<file path="src/rtl/pfseq_pkg.sv">
package pfseq_pkg;
  typedef struct packed {
    logic load;     // capture the offered command
    logic advance;  // current element consumed, retire it
  } ctrlStrobes_t;
endpackage

</file>
<file path="src/rtl/pfseq_ctrl.sv">
module pfseq_ctrl
  import pfseq_pkg::*;
(
  input  logic         clk,
  input  logic         rst_n,
  input  logic         cmdValid,
  input  logic         cmdIsUndef,
  input  logic         maskEmpty,
  input  logic         reqReady,
  output ctrlStrobes_t strobes,
  output logic         cmdReady,
  output logic         reqValid,
  output logic         done,
  output logic         undef
);
  typedef enum logic {ST_IDLE, ST_RUN} state_t;
  state_t state;
  logic   undefReg;

  assign cmdReady        = (state == ST_IDLE);
  assign strobes.load    = cmdReady && cmdValid;
  assign reqValid        = (state == ST_RUN) && !maskEmpty;
  assign strobes.advance = reqValid && reqReady;
  assign done            = (state == ST_RUN) && maskEmpty;
  assign undef           = done && undefReg;

  always_ff @(posedge clk or negedge rst_n) begin
    if (!rst_n) begin
      state    <= ST_IDLE;
      undefReg <= 1'b0;
    end else begin
      if (strobes.load) begin
        state    <= ST_RUN;
        undefReg <= cmdIsUndef;
      end else if (done) begin
        state <= ST_IDLE;
      end
    end
  end

  // undefined flag never appears without the completion pulse
  a_r7_undef_with_done: assert property (@(posedge clk) disable iff (!rst_n)
    undef |-> done && !reqValid);

  // done is a single-cycle pulse followed by idle
  a_r11_done_pulse: assert property (@(posedge clk) disable iff (!rst_n)
    done |=> !done && cmdReady);

  // no request while idle
  a_r11_idle_quiet: assert property (@(posedge clk) disable iff (!rst_n)
    cmdReady |-> !reqValid && !done);
endmodule

</file>
<file path="src/rtl/pfseq_dp.sv">
module pfseq_dp
  import pfseq_pkg::*;
#(
  parameter int ADDR_W   = 64,
  parameter int MAX_VLEN = 2048,
  parameter int ELEM_W   = 64,
  parameter int SCALE    = 3,
  localparam int MAX_ELEMS = MAX_VLEN / ELEM_W,
  localparam int PRED_W    = MAX_VLEN / 8,
  localparam int VLEN_W    = $clog2(MAX_VLEN + 1),
  localparam int ELEM_SH   = $clog2(ELEM_W),
  localparam int ENUM_W    = $clog2(MAX_ELEMS)
) (
  input  logic              clk,
  input  logic              rst_n,
  input  ctrlStrobes_t      strobes,
  input  logic [ADDR_W-1:0] cmdBase,
  input  logic [ADDR_W-1:0] cmdIndex,
  input  logic [PRED_W-1:0] cmdPred,
  input  logic [VLEN_W-1:0] cmdVlen,
  input  logic [3:0]        cmdOp,
  input  logic [4:0]        cmdBaseReg,
  input  logic [4:0]        cmdOffReg,
  output logic              cmdIsUndef,
  output logic              maskEmpty,
  output logic [ADDR_W-1:0] reqAddr,
  output logic              reqWrite,
  output logic [1:0]        reqLevel,
  output logic              reqStream,
  output logic              reqFromSp
);
  logic [MAX_ELEMS-1:0] activeIn;
  logic [MAX_ELEMS-1:0] mask;
  logic [ADDR_W-1:0]    baseReg, idxReg;
  logic [3:0]           opReg;
  logic                 spReg;
  logic [VLEN_W-1:0]    elemCount;
  logic [ENUM_W-1:0]    elemNum;
  logic [ADDR_W-1:0]    elemOff;
  logic                 unusedPredBits;

  assign cmdIsUndef = (cmdOffReg == 5'd31) || (cmdOp[2:1] == 2'b11);
  assign elemCount  = cmdVlen >> ELEM_SH;
  assign unusedPredBits = ^cmdPred;

  for (genvar e = 0; e < MAX_ELEMS; e++) begin : g_active
    assign activeIn[e] = cmdPred[e*8] && (VLEN_W'(e) < elemCount);
  end

  always_ff @(posedge clk or negedge rst_n) begin
    if (!rst_n) begin
      mask    <= '0;
      baseReg <= '0;
      idxReg  <= '0;
      opReg   <= '0;
      spReg   <= 1'b0;
    end else if (strobes.load) begin
      mask    <= cmdIsUndef ? '0 : activeIn;
      baseReg <= cmdBase;
      idxReg  <= cmdIndex;
      opReg   <= cmdOp;
      spReg   <= (cmdBaseReg == 5'd31);
    end else if (strobes.advance) begin
      mask <= mask & (mask - 1'b1);
    end
  end

  always_comb begin
    elemNum = '0;
    for (int i = MAX_ELEMS - 1; i >= 0; i--) begin
      if (mask[i]) elemNum = ENUM_W'(i);
    end
  end

  assign maskEmpty = (mask == '0);
  assign elemOff   = idxReg + ADDR_W'(elemNum);
  assign reqAddr   = baseReg + (elemOff << SCALE);
  assign reqWrite  = opReg[3];
  assign reqLevel  = opReg[2:1];
  assign reqStream = opReg[0];
  assign reqFromSp = spReg;

  // each consumed request retires exactly one element
  a_r3_one_per_advance: assert property (@(posedge clk) disable iff (!rst_n)
    strobes.advance && !strobes.load |=> $countones(mask) == $countones($past(mask)) - 1);

  // a retained command never carries a reserved level
  a_r7_no_reserved_issue: assert property (@(posedge clk) disable iff (!rst_n)
    !maskEmpty |-> reqLevel != 2'b11);
endmodule

</file>
<file path="src/rtl/pfetch_seq.sv">
module pfetch_seq
  import pfseq_pkg::*;
(
  input  logic         clk,
  input  logic         rst_n,
  input  logic         cmdValid,
  output logic         cmdReady,
  input  logic [63:0]  cmdBase,
  input  logic [63:0]  cmdIndex,
  input  logic [255:0] cmdPred,
  input  logic [11:0]  cmdVlen,
  input  logic [3:0]   cmdOp,
  input  logic [4:0]   cmdBaseReg,
  input  logic [4:0]   cmdOffReg,
  output logic         reqValid,
  input  logic         reqReady,
  output logic [63:0]  reqAddr,
  output logic         reqWrite,
  output logic [1:0]   reqLevel,
  output logic         reqStream,
  output logic         reqFromSp,
  output logic         done,
  output logic         undef
);
  ctrlStrobes_t strobes;
  logic         cmdIsUndef;
  logic         maskEmpty;

  pfseq_ctrl u_ctrl (
    .clk(clk), .rst_n(rst_n), .cmdValid(cmdValid), .cmdIsUndef(cmdIsUndef),
    .maskEmpty(maskEmpty), .reqReady(reqReady), .strobes(strobes),
    .cmdReady(cmdReady), .reqValid(reqValid), .done(done), .undef(undef)
  );

  pfseq_dp #(.ADDR_W(64), .MAX_VLEN(2048), .ELEM_W(64), .SCALE(3)) u_dp (
    .clk(clk), .rst_n(rst_n), .strobes(strobes),
    .cmdBase(cmdBase), .cmdIndex(cmdIndex), .cmdPred(cmdPred), .cmdVlen(cmdVlen),
    .cmdOp(cmdOp), .cmdBaseReg(cmdBaseReg), .cmdOffReg(cmdOffReg),
    .cmdIsUndef(cmdIsUndef), .maskEmpty(maskEmpty), .reqAddr(reqAddr),
    .reqWrite(reqWrite), .reqLevel(reqLevel), .reqStream(reqStream),
    .reqFromSp(reqFromSp)
  );

  // a stalled request holds still
  a_r10_hold_stable: assert property (@(posedge clk) disable iff (!rst_n)
    reqValid && !reqReady |=> reqValid && $stable(reqAddr) && $stable(reqLevel)
                              && $stable(reqWrite) && $stable(reqStream));

  // a command is only taken while no request is pending
  a_r11_accept_idle: assert property (@(posedge clk) disable iff (!rst_n)
    reqValid |-> !cmdReady);
endmodule

</file>
<file path="config.mk">
export PLATFORM = sky130hd
export DESIGN_NAME = pfetch_seq
export DESIGN_NICKNAME = d
export VERILOG_FILES = /design/src/rtl/pfseq_pkg.sv /design/src/rtl/pfseq_ctrl.sv /design/src/rtl/pfseq_dp.sv /design/src/rtl/pfetch_seq.sv
export SDC_FILE = /design/constraint.sdc
export NUM_CORES = 1
export LEC_CHECK = 0
export BUFFER_PORTS_ARGS = -buffer_cell sky130_fd_sc_hd__buf_2
export CORE_AREA = 2 2 190 192
export DETAILED_ROUTE_END_ITERATION = 8
export DIE_AREA = 0 0 192 194
export GPL_ROUTABILITY_DRIVEN = 0
export SLEW_MARGIN = 40
export SYNTH_ARGS = -nofsm -noshare
export SYNTH_HDL_FRONTEND = slang
export SYNTH_SLANG_ARGS = --single-unit
export TNS_END_PERCENT = 100
</file>
<file path="constraint.sdc">
create_clock -name clk -period 7.46 [get_ports clk]
set_input_delay 1.119 -clock clk [delete_from_list [all_inputs] [get_ports clk]]
set_output_delay 1.119 -clock clk [all_outputs]
set_load 0.1 [all_outputs]
</file>
==> impl_results.md <==
- Distinct cells, synth: 74
- First-pass DRT Iterations: 5
- Fmax: approximately 0.13 GHz
- Ports: slightly below 500
- GRT overflow: 0
- Clock latency on the worst-skew pair: 0.45 ns
- Slew Limit Headroom: 0.5011
- Share of cells above drive strength 1: 0.3507
- Hold Vio Cnt, Final: 0
- Num CTS Buffers: 17
- Worst hold endpoint: u_dp.opReg[0]
- Core area: ~35000 um2
- Synth Area in Compound Gates: 0.1720
- Worst Hold Depth: 2
- Chip Height: ~190 um
- Post-synthesis simple-gate area fraction: 0.2782
- Detailed-route wire length per cell: 17.08 um
- Number of global-route vias before repair: ~12000
- Post-DP HPWL: approximately 28000 um
- Root buf cell: clkbuf_16
- EDFF count, synth: 0
- Adder-cell share of the synthesized area: 0.07547
- #FFs+latches synth: between 150 and 200
- Least-Margin Pin Slew: ~0.75 ns
- Worst R2R End: u_dp.mask[27]
- Count of final setup violators: 12
- Outcome: finished, violations left
- Critical Path RT: roughly 6.3 ns
- ANT cells: 0
- Initial drt markers: 689
- Area grow syn2layout: 47.10%
- Clk slew on worst S/H paths: approximately 0.070 ns
- Post-synthesis area per instance: 7.848 um2
- Antenna-violating nets left: 0
- Min-delay src: u_dp.opReg[0]
- Sinks on the clock net: 164
- Sequential area share after synthesis: 0.3526
- Syn_nets: between 1500 and 2000
- Total track usage: 0.2079
- Post-Synthesis Cells: ~1500
- Fin worst setup slack: -0.1715 ns
- Final Core Density: 0.4860
- Max_cap viols: 0
- Cell Area, Placed: approximately 15000 um2
- Critical Path End Type: output pin
- IO buf count: 253
- Ys async rst share: 1.000
- Fill count: 3381
- RSZ-0062 raised after global routing: yes
- FP Rows: 69
- DRC: 0
- Main combinational cell family by area after synthesis: simple AND/OR/NAND/NOR gates
- HP Class: reg -> reg
- Tmin final: ~7.6 ns
- FF-to-FF setup slack: about 4.6 ns
- Crit path DAT: ~6.5 ns
- First-pass GRT wire length: slightly above 60000 um
- Yosys warns: 0
- Design area: between 15000 and 20000 um2
- Primary FF master, synth: dfrtp_1
- Max Fanout on Critical Path: 4
- Largest net degree at the start of global routing: just under 90
- Post-route clock skew: just under 0.006 ns
- Startpoint types: flip-flop
- Violated checks: negative setup slack
- Clock buffer depth: 2
- Register-to-Register Path Depth: 9
- H-tree Lvls: 4
- Via count: between 10000 and 15000
- Fin nets: 2331
- Die width: roughly 190 um
- Die area: ~37000 um2
- Mux contribution to synthesized area: 0
- Fin crit share: 1.023
- Crit path kind: reg -> out
- Routed wire length: 39610 um
- Initial antenna violation count: 0
- Reg2reg start: u_dp.mask[0]
- Synth Area in XOR/XNOR: 0.08805
- Starting Density: 0.3304
- Cell Area, Synth: ~12000 um2
- Max Slew Vio Count: 0
- CTS tree: built
- Vias per cell: 5.164
[worst max path at each step]
stage | end | slack [ns] | cells after the start | from
finish | reqAddr[61] | -0.17 | 27 | u_dp.mask[29]
global route | reqAddr[51] | -0.55 | 31 | u_dp.mask[31]
CTS | reqAddr[51] | -0.42 | 29 | u_dp.mask[31]
detailed placement | reqAddr[60] | -0.14 | 29 | u_dp.mask[31]
global placement | reqAddr[60] | -0.07 | 29 | u_dp.mask[31]
floorplan | reqAddr[33] | -0.22 | 26 | u_dp.mask[28]
[critical path, cell delays in order (launching register included)]
cell      delay [ns]
dfrtp_1         0.38
o31ai_1         0.24
a211oi_1        0.12
o31ai_1         0.32
a211oi_2        0.13
o31ai_2         0.24
a211oi_2        0.11
o31ai_2         0.24
and2_1          0.17
ha_1            0.22
a21o_1          0.17
a21oi_2         0.16
o21ai_2         0.07
a21oi_2         0.24
nor2_4          0.09
and4_4          0.23
xor2_4          0.16
ha_4            0.29
buf_6           0.09
nand4_1         0.23
or4_4           0.54
a21oi_4         0.22
or3_4           0.17
a31oi_4         0.11
o41ai_4         0.41
nand4_1         0.19
a22oi_2         0.28
buf_12          0.21
[area by class of cell]
class | instances | area [um2] | area share
sequential | 164 | 4104 | 0.2397
timing repair buffer | 406 | 3159 | 0.1845
inverter | 38 | 142.6 | 0.008332
clock inverter | 8 | 78.83 | 0.004604
tap | 461 | 576.8 | 0.03369
clock buffer | 22 | 464.2 | 0.02711
multi-input combinational | 1221 | 8594 | 0.5020
[state kept, by name (all words and copies together) (netlist names)]
name             flops
u_ctrl.state         1
u_ctrl.undefReg      1
u_dp.baseReg        64
u_dp.idxReg         61
u_dp.mask           32
u_dp.opReg           4
u_dp.reqFromSp       1
[stage by stage]
| step | setup WS, ns | std cells | hold WS (ns) | setup TNS, ns |
|---|---|---|---|---|
| 6_report | -0.1715 | 2320 | 0.4713 | -1.129 |
| 5_1_grt | -0.5473 | 2320 | 0.5007 | -12.13 |
| 4_1_cts | -0.4230 | 2296 | 0.4733 | -6.494 |
| 3_5_place_dp | -0.1380 | 2233 | 0.4569 | -0.5771 |
| 3_3_place_gp | -0.07157 | 2233 | 0.4548 | -0.2474 |
| 2_1_floorplan | -0.2249 | 1483 | 0.4469 | -0.2249 |
[cell families (layout without fill, tap and decap cells)]
logic type | Yosys count | count (layout)
adder cells (fa/ha/maj) | 69 | 69
AND/OR/NAND/NOR | 734 | 734
buffers and inverters | 98 | 474
XOR/XNOR | 117 | 117
AO/OA/AOI/OAI | 301 | 301
flip-flops | 164 | 164
[Yosys cell counts, types with 15 or more instances]
cell type	count	share of area
nand2_1	479	0.15
dfrtp_1	164	0.35
a21oi_1	88	0.038
nor2_1	76	0.025
xnor2_1	76	0.057
ha_1	67	0.072
o21ai_0	66	0.028
clkbuf_1	49	0.016
nand3_1	42	0.018
xor2_1	41	0.031
inv_1	38	0.012
a21o_1	32	0.021
nand4_1	23	0.012
nor3_1	23	0.0099
and3_1	18	0.0097
o21bai_1	16	0.010
a32oi_1	15	0.011
[layer usage]
| metal | vias to the layer above | global-route usage | part of all wire | wire, um |
|---|---|---|---|---|
| met4 | 0 | 0.06927 | 0.027 | 1085 |
| met5 | - | 0 | 0 | 0 |
| met2 | 362 | 0.3407 | 0.48 | 19010 |
| met3 | 65 | 0.03403 | 0.048 | 1914 |
| met1 | 5725 | 0.2782 | 0.44 | 17600 |
| li1 | 5828 | - | - | - |
[repair_timing]
action,in CTS,in global routing
hold buffers,0,0
buffers inserted,33,25
pin swaps,81,89
gates resized for setup,136,143
endpoints found under the setup margin,40,50
[cell usage in the layout (no fill, tap or decap), drive strengths merged, types with 23 or more instances in the layout]
cell type,count
dfrtp,164
nand2,481
ha,67
nand3,42
inv,39
nand4,23
o21ai,70
xor2,41
clkbuf,27
a21o,32
xnor2,76
nor2,76
a21oi,90
buf,401
nor3,24
Power is left out: the tool's default activity adds up to more than one toggle a clock period on the data nets, which glitch-free logic cannot reach.
